File: src/rtl/ckmem_pkg.sv
package ckmem_pkg;

    typedef enum logic [2:0] {
        ST_IDLE,
        ST_DATA_ACC,
        ST_CW_FETCH,
        ST_CHECK,
        ST_CW_WRITE,
        ST_RESP
    } ckm_state_e;

endpackage

File: src/rtl/ckmem_zone_map.sv
module ckmem_zone_map #(
    parameter int            AW         = 12,
    parameter int            DW         = 32,
    parameter logic [AW-1:0] ZONE_MASK  = 12'hC00,
    parameter logic [AW-1:0] ZONE_MATCH = 12'h400,
    parameter logic [AW-1:0] CHK_BASE   = 12'h800
) (
    input  logic [AW-1:0] addr,
    output logic          in_zone,
    output logic [AW-1:0] cw_addr
);
    localparam int LG = $clog2(DW);

    // zone membership by masked compare, check word by shifted offset
    assign in_zone = (addr & ZONE_MASK) == ZONE_MATCH;
    assign cw_addr = CHK_BASE | ((addr & ~ZONE_MASK) >> LG);

endmodule

File: src/rtl/ckmem_parity.sv
module ckmem_parity #(
    parameter int   W   = 32,
    parameter logic ODD = 1'b0
) (
    input  logic [W-1:0] d,
    output logic         p
);
    assign p = (^d) ^ ODD;
endmodule

File: src/rtl/ckmem_ctrl.sv
module ckmem_ctrl
    import ckmem_pkg::*;
#(
    parameter int            AW         = 12,
    parameter int            DW         = 32,
    parameter logic [AW-1:0] ZONE_MASK  = 12'hC00,
    parameter logic [AW-1:0] ZONE_MATCH = 12'h400,
    parameter logic [AW-1:0] CHK_BASE   = 12'h800
) (
    input  logic          clk,
    input  logic          rst_n,
    input  logic          m_valid,
    output logic          m_ready,
    input  logic          m_we,
    input  logic [AW-1:0] m_addr,
    input  logic [DW-1:0] m_wdata,
    output logic          m_rvalid,
    output logic [DW-1:0] m_rdata,
    output logic          m_err,
    output logic          mem_req,
    input  logic          mem_gnt,
    output logic          mem_we,
    output logic [AW-1:0] mem_addr,
    output logic [DW-1:0] mem_wdata,
    input  logic          mem_rvalid,
    input  logic [DW-1:0] mem_rdata
);
    localparam int LG = $clog2(DW);

    typedef struct packed {
        ckm_state_e    st;
        logic [AW-1:0] addr;
        logic [AW-1:0] cwa;
        logic          we;
        logic [DW-1:0] wdata;
        logic [DW-1:0] data;
        logic          pend;
        logic          hit;
        logic          err;
        logic          lv;
        logic [AW-1:0] ltag;
        logic [DW-1:0] lword;
    } regs_t;

    regs_t q, d;

    logic          zin_m;
    logic [AW-1:0] cw_m;
    logic          par_w, par_r;
    logic [LG-1:0] bit_q;
    logic [DW-1:0] upd_w;

    ckmem_zone_map #(
        .AW(AW), .DW(DW), .ZONE_MASK(ZONE_MASK),
        .ZONE_MATCH(ZONE_MATCH), .CHK_BASE(CHK_BASE)
    ) zmap_i (
        .addr(m_addr), .in_zone(zin_m), .cw_addr(cw_m)
    );

    ckmem_parity #(.W(DW), .ODD(1'b0)) par_w_i (.d(q.wdata), .p(par_w));
    ckmem_parity #(.W(DW), .ODD(1'b0)) par_r_i (.d(q.data),  .p(par_r));

    assign bit_q = q.addr[LG-1:0];

    always_comb begin
        upd_w        = q.lword;
        upd_w[bit_q] = par_w;
    end

    always_comb begin
        d         = q;
        m_ready   = 1'b0;
        m_rvalid  = 1'b0;
        m_rdata   = '0;
        m_err     = 1'b0;
        mem_req   = 1'b0;
        mem_we    = 1'b0;
        mem_addr  = q.addr;
        mem_wdata = q.wdata;
        unique case (q.st)
            ST_IDLE: begin
                // bypass responses are forwarded only while idle
                m_rvalid = mem_rvalid;
                m_rdata  = mem_rdata;
                if (m_valid && !zin_m) begin
                    mem_req   = 1'b1;
                    mem_we    = m_we;
                    mem_addr  = m_addr;
                    mem_wdata = m_wdata;
                    m_ready   = mem_gnt;
                    if (mem_gnt && m_we && q.lv && (m_addr == q.ltag))
                        d.lv = 1'b0;
                end else if (m_valid) begin
                    d.st    = ST_DATA_ACC;
                    d.addr  = m_addr;
                    d.cwa   = cw_m;
                    d.we    = m_we;
                    d.wdata = m_wdata;
                    d.pend  = 1'b0;
                    d.err   = 1'b0;
                    d.hit   = q.lv && (q.ltag == cw_m);
                end
            end
            ST_DATA_ACC: begin
                if (!q.pend) begin
                    mem_req = 1'b1;
                    mem_we  = q.we;
                    if (mem_gnt) begin
                        if (q.we) d.st = q.hit ? ST_CW_WRITE : ST_CW_FETCH;
                        else      d.pend = 1'b1;
                    end
                end else if (mem_rvalid) begin
                    d.data = mem_rdata;
                    d.pend = 1'b0;
                    d.st   = q.hit ? ST_CHECK : ST_CW_FETCH;
                end
            end
            ST_CW_FETCH: begin
                mem_addr = q.cwa;
                if (!q.pend) begin
                    mem_req = 1'b1;
                    if (mem_gnt) d.pend = 1'b1;
                end else if (mem_rvalid) begin
                    d.pend  = 1'b0;
                    d.lv    = 1'b1;
                    d.ltag  = q.cwa;
                    d.lword = mem_rdata;
                    d.st    = q.we ? ST_CW_WRITE : ST_CHECK;
                end
            end
            ST_CHECK: begin
                d.err = q.lword[bit_q] != par_r;
                d.st  = ST_RESP;
            end
            ST_CW_WRITE: begin
                mem_req   = 1'b1;
                mem_we    = 1'b1;
                mem_addr  = q.cwa;
                mem_wdata = upd_w;
                if (mem_gnt) begin
                    d.lword = upd_w;
                    d.st    = ST_RESP;
                end
            end
            ST_RESP: begin
                m_ready = 1'b1;
                if (!q.we) begin
                    m_rvalid = 1'b1;
                    m_err    = q.err;
                    m_rdata  = q.err ? '0 : q.data;
                end
                d.st = ST_IDLE;
            end
            default: d.st = ST_IDLE;
        endcase
    end

    always_ff @(posedge clk) begin
        if (!rst_n) q <= '0;
        else        q <= d;
    end

    p_err_with_rvalid_r9: assert property (@(posedge clk) disable iff (!rst_n)
        m_err |-> m_rvalid);
    p_err_zero_data_r4: assert property (@(posedge clk) disable iff (!rst_n)
        m_err |-> (m_rdata == '0));
    p_no_err_bypass_r1: assert property (@(posedge clk) disable iff (!rst_n)
        (q.st == ST_IDLE) |-> !m_err);
    p_hold_master_r7: assert property (@(posedge clk) disable iff (!rst_n)
        (q.st != ST_IDLE && q.st != ST_RESP) |-> !m_ready);
    p_resp_single_r7: assert property (@(posedge clk) disable iff (!rst_n)
        (q.st == ST_RESP) |=> (q.st == ST_IDLE));
    p_hit_no_fetch_r6: assert property (@(posedge clk) disable iff (!rst_n)
        (q.st == ST_DATA_ACC && q.hit) |=> (q.st != ST_CW_FETCH));
    p_cw_write_order_r5: assert property (@(posedge clk) disable iff (!rst_n)
        $rose(q.st == ST_CW_WRITE) |-> ($past(q.st) == ST_DATA_ACC || $past(q.st) == ST_CW_FETCH));

endmodule

File: config.mk
export PLATFORM = sky130hd
export DESIGN_NAME = ckmem_ctrl
export DESIGN_NICKNAME = d
export VERILOG_FILES = /design/src/rtl/ckmem_pkg.sv /design/src/rtl/ckmem_zone_map.sv /design/src/rtl/ckmem_parity.sv /design/src/rtl/ckmem_ctrl.sv
export SDC_FILE = /design/constraint.sdc
export NUM_CORES = 1
export LEC_CHECK = 0
export ABC_CLOCK_PERIOD_IN_PS = 3690
export BUFFER_PORTS_ARGS = -buffer_cell sky130_fd_sc_hd__buf_2
export CAP_MARGIN = 20
export CORE_ASPECT_RATIO = 1.25
export CORE_MARGIN = 1
export CORE_UTILIZATION = 54
export DETAILED_ROUTE_END_ITERATION = 10
export GPL_TIMING_DRIVEN = 0
export PLACE_DENSITY = 0.82
export SLEW_MARGIN = 20
export SYNTH_ARGS = -nofsm -noshare
export SYNTH_HDL_FRONTEND = slang
export SYNTH_SLANG_ARGS = --single-unit
export TNS_END_PERCENT = 5
File: constraint.sdc
create_clock -name clk -period 3.69 [get_ports clk]
set_clock_uncertainty 0.2 [all_clocks]
set_input_delay 1.107 -clock clk [delete_from_list [all_inputs] [get_ports clk]]
set_output_delay 1.107 -clock clk [all_outputs]
set_load 0.02 [all_outputs]
# Word-level counts from Yosys, hierarchy flattened
# Index checks and enable logic that the tools add are counted.
# classes
magnitude_cmp	2
n_eq_ne	19
muxes	54
bitwise_logic	1
n_reduce_logical	24
# ops
cell	count
32-bit one-hot mux with 2 select lines	3
32-bit two-way mux	4
60-bit two-way mux	2
45-bit two-way mux	2
32-bit parity	2
3-bit two-way mux	11
32-bit bitwise mux	1
12-bit one-hot mux with 2 select lines	1
1-bit two-way mux	19
3-bit one-hot mux with 5 select lines	1
3-bit AND reduction	5
2-bit != test (second input constant)	7
12-bit equality test	1
12-bit two-way mux	1
3-bit != test (second input constant)	3
1-bit one-hot mux with 3 select lines	3
1-bit one-hot mux with 2 select lines	4
8-bit AND reduction	1
3-bit by 2-bit equality test with 1-bit output (second input constant)	2
3-bit equality test (second input constant)	2
6-bit equality test	1
1-bit logical AND	6
5-bit by 6-bit less-than comparator with 1-bit output (second input constant)	1
2-bit nonzero test	3
other kinds (13)	14
# totals
reg_bits	128
input_bits	82
output_inout_bits	81
wordCells	112

# Depth between registers and ports, before layout
# depth
ltp_word	7
depth_mapped	10
ltp_nobuf	7

# Cells and area by module
# A second synthesis with hierarchy kept.
# hier_totals
cells_unflattened	1077
hier_area_um2	8171.6
# by_module_without_submodules
module	n_inst	cells_each	area_per_inst_um2	seq_area_each_um2
ckmem_ctrl	1	1000	7517.2	2802.7
ckmem_parity	2	31	271.5	0.0
ckmem_zone_map	1	15	111.4	0.0

# Worst setup path after synthesis
# No wires, ideal clock.
# synth_timing
path_type	in2out
start	in m_addr[11]
end	out mem_wdata[20]
t_arrival_ns	2.390
t_required_ns	2.383
slack_ns	-0.007
path_stages	8
path_buffers	2
path_cell_list	nand2b_1 > and3_1 > buf_2 > nor2_1 > buf_2 > a32o_1 > a21oi_1 > o21ai_0
# synth_between
elab_chain_len	5
# synth_rtl
element	line	rtl
start: declaration	ckmem_ctrl.sv:15	input logic [AW-1:0] m_addr,
2-bit by 1-bit equality test with 1-bit output	ckmem_zone_map.sv:15	assign in_zone = (addr & ZONE_MASK) == ZONE_MATCH;
1-bit zero test	ckmem_ctrl.sv:85	if (m_valid && !zin_m) begin
1-bit logical AND	ckmem_ctrl.sv:85	
32-bit two-way mux	ckmem_ctrl.sv:85	
32-bit one-hot mux with 2 select lines	ckmem_ctrl.sv:80	unique case (q.st)
end: declaration	ckmem_ctrl.sv:24	output logic [DW-1:0] mem_wdata,
# No other way between the ends.

# Worst setup path in the final report
# layout_timing
start	reg q[85] (netlist name)
end	out mem_wdata[24]
# layout_between
elab_chain_len	3
# layout_rtl
element	line	rtl
start: declaration	ckmem_ctrl.sv:45	regs_t q, d;
start signal: assignment	ckmem_ctrl.sv:159	if (!rst_n) q <= '0;
start signal: assignment	ckmem_ctrl.sv:160	else q <= d;
32-bit parity	ckmem_parity.sv:8	assign p = (^d) ^ ODD;
32-bit bitwise mux	ckmem_ctrl.sv:67	upd_w[bit_q] = par_w;
32-bit one-hot mux with 2 select lines	ckmem_ctrl.sv:80	
# No other way between the ends.

==> summary.txt <==
Synthesis
  – Syn Nets: 1036
  – Post-synth EDFFs: 0
  – Synth top area cells: dfxtp_1 (33%), nand2_1 (14%), a21oi_1 (8.2%)
  – Main flop type after synthesis: dfxtp_1
  – Share of the yosys chip area belonging to registers: 33.2%
  – Syn Area/Cell: 7.76 µm²
  – Post-Synthesis Cells: 954
  – Distinct cells, synth: 51
  – Synth top area share: between 30% and 40%
  – Yosys warns: 0
  – Flops & latches, synth: between 100 and 150
  – Post-Syn Area: approximately 7400 µm²
  – Largest area contributor in the netlist: dfxtp_1
  – Async set-reset flop share out of synthesis: 0%

Power
  – Power per cell area: 387 nW/µm²
  – Lkg Pwr: 3.46 nW
  – VDD IR max: 0.000335 V
  – Power Total: roughly 3.7 mW

Critical path
  – R2r setup slk: 1000 ps
  – Slowest cell on crit path: dfxtp_1
  – CP Cell Sequence: xor2_2 > xnor2_1 > xnor2_1 > xnor2_1 > xnor2_1 > nand2_2 > buf_4 > o21ai_4 > buf_6
  – CP endpoint kind: primary output
  – Max Fanout on Critical Path: 4
  – Worst EP arrival: 2720 ps
  – End of the worst register-to-register path: q[27]$_SDFFE_PN0P_
  – Reg2reg start: q[85]$_SDFFE_PN0P_
  – Data required, critical path: 2380 ps
  – Largest stage delay, worst path: 440 ps
  – Worst R2R Path Depth: 10
  – Crit path kind: reg2out
  – Startpoint types: register
  – Critical path's most frequent cell: xnor2_1

Timing
  – Tmin final: 4030 ps
  – Hold_ws: 273 ps
  – Fmax: 248 MHz
  – RSZ-0062 raised after global routing: true
  – Tcrit/Tclk final: 109%
  – Hold Fails Final Rpt: 0
  – Final setup TNS: -8530 ps
  – Final setup fails: 33
  – Max-slew violation count: 0
  – Slew at the pin with the worst max-slew slack: 756 ps
  – Slew HR: between 40 and 50%
  – Final WS setup: -336 ps

Layout
  – Core Util, Final: around 73%
  – Area grow syn2layout: 30.2%
  – ANT cells: 0
  – Commonest non-fill, non-tap cell in the layout: nand2_1
  – Final net count: 1227
  – Most frequent cells in the layout: nand2_1 (267), buf_2 (150), dfxtp_1 (113), a21oi_1 (106), xnor2_1 (57)
  – Layout cells sized above 1: 30.8%

Detailed routing
  – Wire per inst: 21.1 µm
  – DR vias/cell: 6.47
  – Remaining routing DRC violations: 0
  – Drt first pass iters: 6
  – Routed wire length: 28000 µm
  – Initial DRC Count: 1380
  – Vias: about 8600
  – Antenna-violating nets left: 0

Die
  – Die area: around 14000 µm²
  – Initial Utilization: 55.7%
  – Core area: 13300 µm²
  – Core Rows: 47
  – Die height: 133 µm
  – I/O pins: ~160
  – Die width: approximately 110 µm

Clock network
  – CTS sink cnt: 123
  – CTS tree: built
  – Clock Path Buffers: 2
  – CTS root buf: clkbuf_16
  – H-tree depth: 4
  – CTS clk-pin slew, worst paths: ~60 ps
  – Num CTS Buffers: 17
  – Skew-Pair Late Insertion Delay: 430 ps

Global route
  – Total GRT Usage: 38.5%
  – Largest net degree at the start of global routing: 17
  – Initial antenna violation count: 0
  – Gr ovfl total: 0
  – First-pass GRT wire length: 41800 µm
  – Number of global-route vias before repair: between 8000 and 9000

Place
  – Pre-CTS setup slack: -550 ps
  – Routability Congestion: 1.06
  – Detailed Place HPWL: ~20000 µm
  – Port Buffers: 162

Status
  – Failing checks: negative setup slack
  – Status: finished with violations

Worst hold path
  – Hold Path Stages: 2
  – Min-delay worst type: reg2reg
  – WHS Endpoint: q[101]$_SDFFE_PN0P_
  – Min-delay src: q[101]$_SDFFE_PN0P_

Flow run
  – Max_cap viols: 0
## worst max-delay path: cells and delay by family, from the launching register on
| family | cells | cell delay [ps] |
|---|---|---|
| AOI/OAI and AO/OA | 1 | 240 |
| xor gates and xnor gates | 5 | 1050 |
| buffers and inverters | 2 | 360 |
| DFF | 1 | 440 |
| and+or+nand+nor | 1 | 190 |
## how the worst max path moves through the flow
| stage | endpoint | start | slack (ps) | cells after the start |
|---|---|---|---|---|
| after floorplan | mem_wdata[0] | m_addr[11] | -7 | 8 |
| after global placement | mem_wdata[4] | m_addr[11] | -480 | 10 |
| after detailed placement | mem_wdata[6] | m_addr[11] | -550 | 10 |
| after CTS | mem_wdata[17] | m_addr[11] | -130 | 11 |
| after global routing | mem_wdata[24] | q[84]$_SDFFE_PN0P_ | -340 | 9 |
| final | mem_wdata[24] | q[85]$_SDFFE_PN0P_ | -340 | 9 |
## cell usage after synthesis (all sizes together), types with 2 or more instances
| cell type | instances |
|---|---|
| o22ai | 32 |
| o211ai | 2 |
| nor3 | 6 |
| a32o | 32 |
| nand4 | 5 |
| clkbuf | 52 |
| a22oi | 41 |
| dfxtp | 123 |
| mux4 | 8 |
| nand3 | 2 |
| or2 | 2 |
| nand2b | 5 |
| nand2 | 273 |
| o21ai | 38 |
| a21o | 2 |
| and2 | 2 |
| nor4 | 3 |
| inv | 7 |
| and3 | 5 |
| buf | 30 |
| nor2b | 5 |
| a22o | 38 |
| a21oi | 123 |
| xnor2 | 62 |
| a222oi | 5 |
| nor3b | 5 |
| a211oi | 2 |
| nor2 | 21 |
| xor2 | 12 |
## sequential cells by signal, indices dropped and copies added, names as in the netlist
name   cells
q        118
bit_q      5
## power by group
part	total (mW)	internal (mW)	leakage [nW]	switching, mW
Combinational	0.651	0.267	2.18	0.384
Clock	1.71	1.06	0.281	0.651
Sequential	1.37	1.35	0.998	0.0227
Total	3.73	2.67	3.46	1.06
## timing repair
action | CTS | global route
endpoints found under the setup margin | 79 | 75
hold buffers | 0 | 0
resized for setup | 87 | 97
cloned | 3 | 0
endpoints found under the hold margin | 0 | 0
pin swaps | 8 | 7
setup buffers | 9 | 1
## through the flow
step / instance area (µm²) / cells
final: 9640 / 1328
after detailed placement: 8430 / 1287
after floorplan: 7410 / 954
after global routing: 9640 / 1328
after CTS: 9350 / 1329
after global placement: 8430 / 1287
## routing by layer
layer  vias to the layer above  global-route usage, %  share of wire (%)
met5                         -                      0                  0
met2                       672                   63.4                 47
met1                      3951                   45.2                 35
met4                         0                   24.9                6.3
met3                       173                   7.59                 11
li1                       3796                      -                  -
## area by class of cell
cell class	count	area (µm²)
tap	171	214
clock buffer	17	425
buffer	79	438
clock inverter	14	174
multi-input combinational	741	4860
timing repair buffer	175	1020
fill	1040	3650
sequential	123	2470
inverter	8	30.0
## logic make-up after synthesis
logic type | share of synthesized area, %
xor gates and xnor gates | 8.75
AOI/OAI and AO/OA | 30.9
DFF | 33.2
muxes | 2.57
and+or+nand+nor | 19.3
buffers and inverters | 5.24
Note: power is estimated with default switching activity, not from simulation.
